==> config.mk <==
export PLATFORM = sky130hd
export DESIGN_NAME = hamming_ecc_engine
export DESIGN_NICKNAME = d
export VERILOG_FILES = /design/src/rtl/hecc_pkg.sv /design/src/rtl/hecc_ctrl.sv /design/src/rtl/hecc_datapath.sv /design/src/rtl/hamming_ecc_engine.sv
export SDC_FILE = /design/constraint.sdc
export NUM_CORES = 1
export LEC_CHECK = 0
export ABC_AREA = 1
export BUFFER_PORTS_ARGS = -buffer_cell sky130_fd_sc_hd__buf_4
export CAP_MARGIN = 20
export CORE_UTILIZATION = 40
export DETAILED_ROUTE_END_ITERATION = 7
export GPL_ROUTABILITY_DRIVEN = 0
export PLACE_DENSITY = 0.71
export REMOVE_ABC_BUFFERS = 1
export SLEW_MARGIN = 25
export SYNTH_ARGS = -nofsm -noshare
export SYNTH_HDL_FRONTEND = slang
export SYNTH_SLANG_ARGS = --single-unit
==> constraint.sdc <==
create_clock -name clk -period 11.66 [get_ports clk]
set_input_delay 1.749 -clock clk [delete_from_list [all_inputs] [get_ports clk]]
set_output_delay 1.749 -clock clk [all_outputs]
set_load 0.02 [all_outputs]
==> src/rtl/hecc_pkg.sv <==
`timescale 1ns/1ps
package hecc_pkg;
  localparam int BLK_BYTES = 512;
  localparam int NUM_SLOTS = 4;
  localparam int DATA_W    = 8;
  localparam int OFS_W     = $clog2(BLK_BYTES);
  localparam int BIT_W     = $clog2(DATA_W);
  localparam int SLOT_W    = $clog2(NUM_SLOTS);
  localparam int ROW_W     = 2 * OFS_W;
  localparam int COL_W     = 2 * BIT_W;
  localparam int CODE_W    = ROW_W + COL_W;

  typedef enum logic [1:0] {
    ST_CLEAN   = 2'd0,
    ST_FIXED   = 2'd1,
    ST_CODEFLT = 2'd2,
    ST_BAD     = 2'd3
  } stat_e;

  // strobes from control to datapath
  typedef struct packed {
    logic              clrAll;
    logic              accum;
    logic              finish;
    logic              drop;
    logic              dec;
    logic [OFS_W-1:0]  ofs;
    logic [SLOT_W-1:0] slot;
    logic [SLOT_W-1:0] decSlot;
  } ctl_s;

  // fold the per-bit column accumulator into column parity pairs
  function automatic logic [COL_W-1:0] colFold(input logic [DATA_W-1:0] acc);
    logic [COL_W-1:0] r;
    r = '0;
    for (int k = 0; k < DATA_W; k++) begin
      for (int j = 0; j < BIT_W; j++) begin
        if (k[j]) r[2*j+1] = r[2*j+1] ^ acc[k];
        else      r[2*j]   = r[2*j]   ^ acc[k];
      end
    end
    return r;
  endfunction
endpackage

==> src/rtl/hecc_ctrl.sv <==
`timescale 1ns/1ps
module hecc_ctrl
  import hecc_pkg::*;
(
  input  logic              clk,
  input  logic              rstN,
  input  logic              startBlk,
  input  logic              isRead,
  input  logic              byteValid,
  input  logic              lastFlag,
  input  logic              eccValid,
  input  logic [SLOT_W-1:0] eccIdx,
  output ctl_s              ctl,
  output logic              busy,
  output logic [SLOT_W:0]   blocksDone
);
  logic              active;
  logic              readMode;
  logic [OFS_W-1:0]  ofs;
  logic [SLOT_W:0]   doneCnt;
  logic              accept;
  logic              finish;
  logic              lastSlot;

  assign accept   = active && byteValid && !startBlk;
  assign finish   = accept && (ofs == OFS_W'(BLK_BYTES - 1));
  assign lastSlot = (doneCnt == (SLOT_W+1)'(NUM_SLOTS - 1));

  always_ff @(posedge clk) begin
    if (!rstN) begin
      active   <= 1'b0;
      readMode <= 1'b0;
      ofs      <= '0;
      doneCnt  <= '0;
    end else if (startBlk) begin
      active   <= 1'b1;
      readMode <= isRead;
      ofs      <= '0;
      doneCnt  <= '0;
    end else if (accept) begin
      ofs <= finish ? '0 : ofs + 1'b1;
      if (finish) doneCnt <= doneCnt + 1'b1;
      if (lastFlag || (finish && lastSlot)) active <= 1'b0;
      if (lastFlag) ofs <= '0;
    end
  end

  always_comb begin
    ctl.clrAll  = startBlk;
    ctl.accum   = accept;
    ctl.finish  = finish;
    ctl.drop    = accept && lastFlag && !finish;
    ctl.dec     = eccValid && readMode && !startBlk && ({1'b0, eccIdx} < doneCnt);
    ctl.ofs     = ofs;
    ctl.slot    = doneCnt[SLOT_W-1:0];
    ctl.decSlot = eccIdx;
  end

  assign busy       = active;
  assign blocksDone = doneCnt;
endmodule

==> src/rtl/hecc_datapath.sv <==
`timescale 1ns/1ps
module hecc_datapath
  import hecc_pkg::*;
(
  input  logic                        clk,
  input  logic                        rstN,
  input  ctl_s                        ctl,
  input  logic [DATA_W-1:0]           dataByte,
  input  logic [CODE_W-1:0]           eccCode,
  output logic [NUM_SLOTS*CODE_W-1:0] codeVec,
  output logic [NUM_SLOTS*2-1:0]      statVec,
  output logic [NUM_SLOTS*OFS_W-1:0]  fixByteVec,
  output logic [NUM_SLOTS*BIT_W-1:0]  fixBitVec
);
  logic [ROW_W-1:0]  rowAcc, rowNext;
  logic [DATA_W-1:0] colAcc, colNext;
  logic              onesAcc, onesNext;
  logic              bytePar;
  logic [CODE_W-1:0] codeNext;

  logic [CODE_W-1:0] codeMem    [NUM_SLOTS];
  logic              onesMem    [NUM_SLOTS];
  stat_e             statMem    [NUM_SLOTS];
  logic [OFS_W-1:0]  fixByteMem [NUM_SLOTS];
  logic [BIT_W-1:0]  fixBitMem  [NUM_SLOTS];

  logic [CODE_W-1:0] syn;
  logic              pairOk;
  stat_e             decStat;
  logic [OFS_W-1:0]  decByte;
  logic [BIT_W-1:0]  decBit;

  // running parity including the byte presented this cycle
  always_comb begin
    bytePar = ^dataByte;
    rowNext = rowAcc;
    for (int i = 0; i < OFS_W; i++) begin
      if (ctl.ofs[i]) rowNext[2*i+1] = rowNext[2*i+1] ^ bytePar;
      else            rowNext[2*i]   = rowNext[2*i]   ^ bytePar;
    end
    colNext  = colAcc ^ dataByte;
    onesNext = onesAcc && (&dataByte);
    codeNext = {colFold(colNext), rowNext};
  end

  // syndrome decode for the requested slot
  always_comb begin
    syn    = eccCode ^ codeMem[ctl.decSlot];
    pairOk = 1'b1;
    for (int p = 0; p < CODE_W/2; p++) pairOk = pairOk && (syn[2*p] ^ syn[2*p+1]);
    decByte = '0;
    decBit  = '0;
    if (syn == '0 || (onesMem[ctl.decSlot] && (&eccCode))) begin
      decStat = ST_CLEAN;
    end else if (pairOk) begin
      decStat = ST_FIXED;
      for (int i = 0; i < OFS_W; i++) decByte[i] = syn[2*i+1];
      for (int j = 0; j < BIT_W; j++) decBit[j]  = syn[ROW_W+2*j+1];
    end else if ($countones(syn) == 1) begin
      decStat = ST_CODEFLT;
    end else begin
      decStat = ST_BAD;
    end
  end

  always_ff @(posedge clk) begin
    if (!rstN) begin
      rowAcc  <= '0;
      colAcc  <= '0;
      onesAcc <= 1'b1;
      for (int s = 0; s < NUM_SLOTS; s++) begin
        codeMem[s]    <= '0;
        onesMem[s]    <= 1'b0;
        statMem[s]    <= ST_CLEAN;
        fixByteMem[s] <= '0;
        fixBitMem[s]  <= '0;
      end
    end else begin
      if (ctl.clrAll || ctl.finish || ctl.drop) begin
        rowAcc  <= '0;
        colAcc  <= '0;
        onesAcc <= 1'b1;
      end else if (ctl.accum) begin
        rowAcc  <= rowNext;
        colAcc  <= colNext;
        onesAcc <= onesNext;
      end
      if (ctl.finish) begin
        codeMem[ctl.slot] <= codeNext;
        onesMem[ctl.slot] <= onesNext;
      end
      if (ctl.clrAll) begin
        for (int s = 0; s < NUM_SLOTS; s++) begin
          statMem[s]    <= ST_CLEAN;
          fixByteMem[s] <= '0;
          fixBitMem[s]  <= '0;
        end
      end else if (ctl.dec) begin
        statMem[ctl.decSlot]    <= decStat;
        fixByteMem[ctl.decSlot] <= decByte;
        fixBitMem[ctl.decSlot]  <= decBit;
      end
    end
  end

  for (genvar g = 0; g < NUM_SLOTS; g++) begin : gOut
    assign codeVec[g*CODE_W +: CODE_W]   = codeMem[g];
    assign statVec[g*2 +: 2]             = statMem[g];
    assign fixByteVec[g*OFS_W +: OFS_W]  = fixByteMem[g];
    assign fixBitVec[g*BIT_W +: BIT_W]   = fixBitMem[g];
  end
endmodule

==> src/rtl/hamming_ecc_engine.sv <==
`timescale 1ns/1ps
module hamming_ecc_engine
  import hecc_pkg::*;
(
  input  logic                        clk,
  input  logic                        rstN,
  input  logic                        startBlk,
  input  logic                        isRead,
  input  logic                        byteValid,
  input  logic [DATA_W-1:0]           dataByte,
  input  logic                        lastFlag,
  input  logic                        eccValid,
  input  logic [SLOT_W-1:0]           eccIdx,
  input  logic [CODE_W-1:0]           eccCode,
  output logic                        busy,
  output logic [SLOT_W:0]             blocksDone,
  output logic [NUM_SLOTS*CODE_W-1:0] codeVec,
  output logic [NUM_SLOTS*2-1:0]      statVec,
  output logic [NUM_SLOTS*OFS_W-1:0]  fixByteVec,
  output logic [NUM_SLOTS*BIT_W-1:0]  fixBitVec
);
  ctl_s ctl;

  hecc_ctrl uCtrl (
    .clk        (clk),
    .rstN       (rstN),
    .startBlk   (startBlk),
    .isRead     (isRead),
    .byteValid  (byteValid),
    .lastFlag   (lastFlag),
    .eccValid   (eccValid),
    .eccIdx     (eccIdx),
    .ctl        (ctl),
    .busy       (busy),
    .blocksDone (blocksDone)
  );

  hecc_datapath uData (
    .clk        (clk),
    .rstN       (rstN),
    .ctl        (ctl),
    .dataByte   (dataByte),
    .eccCode    (eccCode),
    .codeVec    (codeVec),
    .statVec    (statVec),
    .fixByteVec (fixByteVec),
    .fixBitVec  (fixBitVec)
  );
endmodule

# --- Yosys cells after proc, flatten, opt, wreduce, memory -nomap -nowiden ---
# Memory sizes are Yosys's and may differ from the RTL's.
# Index checks and enable logic that the tools add are counted.
totals:
  mem_bits_ro: 0
  n_memories: 5
  wordCells: 214
  in_bits: 41
  regBits: 41
  out_inout_bits: 156
  latchBits: 0
  mem_bits_rw: 156
op_classes:
  reduce_logical: 43
  mux: 68
  bitwise: 62
  shift: 0
  mul: 0
  div: 0
  n_eq_ne: 3
  addsub: 25
  order_cmp: 1
mem_list:
  columns: ["memory", "depth", "width", "rd", "rd_clocked_by_memory_dff", "write_ports", "line", "text"]
  rows:
  - ["uData.codeMem", 4, 24, 5, 0, 4, "hecc_datapath.sv:21", "logic [CODE_W-1:0] codeMem [NUM_SLOTS];"]
  - ["uData.fixByteMem", 4, 9, 4, 0, 4, "hecc_datapath.sv:24", "logic [OFS_W-1:0] fixByteMem [NUM_SLOTS];"]
  - ["uData.fixBitMem", 4, 3, 4, 0, 4, "hecc_datapath.sv:25", "logic [BIT_W-1:0] fixBitMem [NUM_SLOTS];"]
  - ["uData.statMem", 4, 2, 4, 0, 4, "hecc_datapath.sv:23", "stat_e statMem [NUM_SLOTS];"]
  - ["uData.onesMem", 4, 1, 1, 0, 4, "hecc_datapath.sv:22", "logic onesMem [NUM_SLOTS];"]
op_table:
  columns: ["operator", "count"]
  rows:
  - ["adder 32 bit", 11]
  - ["two-way mux 9 bit", 9]
  - ["bitwise XOR 1 bit", 47]
  - ["two-way mux 1 bit", 39]
  - ["== test 32 x 2 -> 1 bit, second input constant", 1]
  - ["adder 1 x 1 -> 2 bit", 12]
  - ["zero test 24 bit", 1]
  - ["two-way mux 2 bit", 12]
  - ["two-way mux 24 bit", 1]
  - ["AND reduction 24 bit", 1]
  - ["OR reduction 24 bit", 1]
  - ["bitwise XOR 24 bit", 1]
  - ["logical AND 1 bit", 22]
  - ["two-way mux 3 bit", 7]
  - ["bitwise OR 1 bit", 12]
  - ["adder 9 x 1 -> 9 bit, second input constant", 1]
  - ["== test 9 bit, second input constant", 1]
  - ["OR reduction 9 bit", 1]
  - ["AND reduction 8 bit", 1]
  - ["parity 8 bit", 1]
  - ["bitwise XOR 8 bit", 1]
  - ["OR reduction 2 bit", 3]
  - ["logical OR 1 bit", 4]
  - ["AND reduction 2 bit", 2]
  - ["other kinds (8)", 10]

# --- Logic depth before layout (Yosys ltp) ---
# An unclocked memory read counts as a cell.
logic_depth:
  word_depth: 17
  mapped_depth: 30
  mapped_depth_nobuf: 29

# --- Hierarchy ---
# Synthesis repeated with hierarchy kept, for this count alone.
unflattened:
  hier_cells: 1151
  hier_area_um2: 10359.9
by_module_without_submodules:
  columns: ["mod", "area_per_inst_um2", "cells_per_inst", "n_inst"]
  rows:
  - ["hecc_datapath", 9536.6, 1031, 1]
  - ["hecc_ctrl", 823.3, 120, 1]

# --- Worst setup path after synthesis ---
# OpenSTA, ideal clock, no wires.
synth_timing:
  path_type: "input-to-reg"
  from: "input eccIdx[1]"
  to: "memory uData.statMem[0][0] in the netlist's numbering, data pin"
  stages: 24
  setup_ps: 262
  path_slack_ps: 4776
  path_buffers: 2
  t_arrival_ps: 6622
  path_cell_list: "buf_4 > inv_2 > nor2_2 > buf_2 > a22oi_1 > nand2_1 > xor2_1 > inv_1 > ha_1 > inv_1 > fa_1 > fa_1 > fa_1 > fa_1 > fa_1 > inv_1 > ha_1 > inv_1 > fa_1 > nand4_1 > nor2_1 > nand2_1 > nor2_1 > nor3_1"
synth_lines:
  columns: ["item", "line", "text"]
  rows:
  - ["start, declared", "hamming_ecc_engine.sv:13", "input logic [SLOT_W-1:0] eccIdx,"]
  - ["end, declared", "hecc_datapath.sv:23", null]

==> out/metrics.yaml <==
synth_warnings: 0
io_pins: 197
p_switching_uw: 779
critPathLaunchType: "input pin"
placed_cell_area_um2: 12400
numCtsBuffers: 17
place_ws_ps: 3790
seqPwrFrac_pct: 36.8
core_um2: 26200
grt_pass1_wl_mm: 48.7
finalSetupViolCount: 0
total_power_mw: 2.19
worst-endpoint-arrival_ps: 7610
stdcell_count: 1677
cap_violations: 0
power.density_nw_per_um2: 168
cts.reportedPaths.clkPinSlew_ps: 80
synth_area_um2: 10800
clk_latency_ps: 450
yosysUniqueCellTypes: 38
num_rows: 59
dp_hpwl_mm: 23.4
cts_hold_buf: 0
clock-skew-final_ps: 16.5
initial_core_util_pct: 41.1
worstHoldPathType: "reg -> reg"
p_leak_nw: 5.76
antenna_found_initial: 0
syn_area_per_cell_um2: 9.31
period_share_pct: 63.7
slowest_delay_ps: 570
pwr-share-clk_pct: 28.7
die_w_um: 166
final.setup.worst_slack_ps: 4240
fmax_mhz: 135
gr-usage-all-layers_pct: 23.2
syn_inst: 1156
cts_setup_buffers: 0
ys_seq_area_share_pct: 50.9
remaining_drc_errors: 16
relSlewSlack_pct: 36.0
finalMaxSlewViolations: 0
antenna_cells: 0
ir_drop_uv: 194
outcome: "finished, violations left"
stdcell_area_um2: 13000
die-area_um2: 27600
clockRootBuffer: "clkbuf_16"
wl_per_cell_um: 18.8
tns_ps: 0
drt_first_pass_iters: 7
crit_path_max_fanout: 30
drtIter0Drc: 899
required_ps: 11840
via_count: 8947
violations: "design-rule violations"
grt_overflow: 0
final_cell_mix: "282 x nand2_1, 203 x buf_4, 153 x edfxtp_1, 148 x inv_1, 112 x a21oi_1"
drive_gt1_share_pct: 20.3
rsz0062_at_grt: "no"
hold_viol: 0
nNetsFinal: 1431
worst_slew_pin_slew_ps: 958
final_core_utilization_pct: 49.7
cp-end-kind: "flop"
syn2layout_area_growth_pct: 21.1
cts_resized: 0
port_buffers: 196
p_int_mw: 1.41
combPwrFrac_pct: 34.5
ys_seq_elements: 197
crit_family: "adder cells"
worst_hold_slack_ps: 481
cts_tree: "built"
cts_max_level: 4
grt_max_degree: 57
crit_path_top_delay_cell: "nor2_2"
via_per_inst: 5.34
final_common_cell: "nand2_1"
period_minus_slack_ps: 7420
drt.antenna.violating_nets: 0
dp_cells: 1645
ctsLongestPathBuffers: 2
drt_wl_total_mm: 31.5
cts.sink_count: 197
path_class: "in -> reg"
first_global_vias: 8719
switching_share_pct: 35.6
cp_num_buf_inv: 8
die_y_um: 166
synth_stat cells (all sizes together):
| master | n | area share, % |
|---|---|---|
| o31ai | 1 | 0.070 |
| o221a | 1 | 0.10 |
| buf | 42 | 2.7 |
| ha | 42 | 4.9 |
| nand3b | 1 | 0.070 |
| nand2 | 290 | 11 |
| nor4 | 1 | 0.058 |
| a21oi | 120 | 5.9 |
| clkbuf | 7 | 0.24 |
| o21ai | 17 | 0.79 |
| nor2 | 43 | 2.0 |
| a211oi | 2 | 0.14 |
| o21a | 1 | 0.070 |
| xor2 | 15 | 1.2 |
| fa | 19 | 3.5 |
| clkinv | 1 | 0.035 |
| a22oi | 21 | 1.5 |
| dfxtp | 44 | 8.2 |
| nand3 | 79 | 3.8 |
| xnor2 | 13 | 1.1 |
| nor3 | 57 | 2.7 |
| nand4 | 33 | 2.5 |
| edfxtp | 153 | 43 |
| inv | 153 | 5.4 |
final timing paths:
check	from	end	slack, ps	cells after the start
max	eccIdx[0]	uData.statMem[2][0]	4240	25
min	uData.onesMem[2]	uData.onesMem[2]	480	2
max reg2reg	uData.codeMem[3][20]	uData.statMem[2][0]	6250	22
min reg2reg	uData.onesMem[2]	uData.onesMem[2]	480	2
registers in the layout, indices dropped and copies added (netlist names):
register          cells
uCtrl.blocksDone      3
uCtrl.busy            1
uCtrl.ofs             9
uCtrl.readMode        1
uData.codeMem        96
uData.colAcc          8
uData.fixBitMem      12
uData.fixByteMem     36
uData.onesAcc         1
uData.onesMem         4
uData.rowAcc         18
uData.statMem         8
worst register-to-register path: stages, from the launching register on:
cell	delay (ps)
edfxtp_1	460
a22oi_1	230
nand2_1	100
xor2_1	190
inv_1	70
ha_1	330
fa_1	510
inv_1	60
fa_1	500
fa_1	510
inv_1	50
fa_1	360
inv_1	90
fa_1	410
inv_1	70
ha_1	160
inv_1	50
fa_1	480
nand4_1	100
nor2_1	100
nand2_1	50
nor2_1	200
nor3_1	90
cell type report:
class / count / area [um2]
Multi-Input combinational cell: 756 / 4410
Sequential cell: 197 / 5480
Inverter: 154 / 581
Timing Repair Buffer: 203 / 1520
Tap cell: 335 / 419
Clock inverter: 14 / 175
Fill cell: 2416 / 13200
Clock buffer: 18 / 450
power groups by stage:
stage / Sequential [mW] / Combinational, mW / Clock [mW]
after CTS: 0.804 / 0.765 / 0.633
after global placement: 0.821 / 0.717 / 0
final: 0.804 / 0.755 / 0.629
after detailed placement: 0.820 / 0.756 / 0
after floorplan: 0.844 / 0.519 / 0
after global routing: 0.806 / 0.884 / 0.657
routing by layer:
metal  up-vias  wire (um)  GRT usage [%]
li1       4241          -              -
met1      4195      12600           29.1
met2       421      14800           37.8
met3        90       2580           3.91
met4         0       1520           13.7
met5         -          0              0
cell families after synthesis:
family                   share of synthesized area (%)
flip-flops                                        50.9
XOR/XNOR                                          2.28
buffers and inverters                             8.29
AND/OR/NAND/NOR                                   21.6
adder cells (fa/ha/maj)                           8.42
AO/OA/AOI/OAI                                     8.50
(Power assumes the default switching activity.)
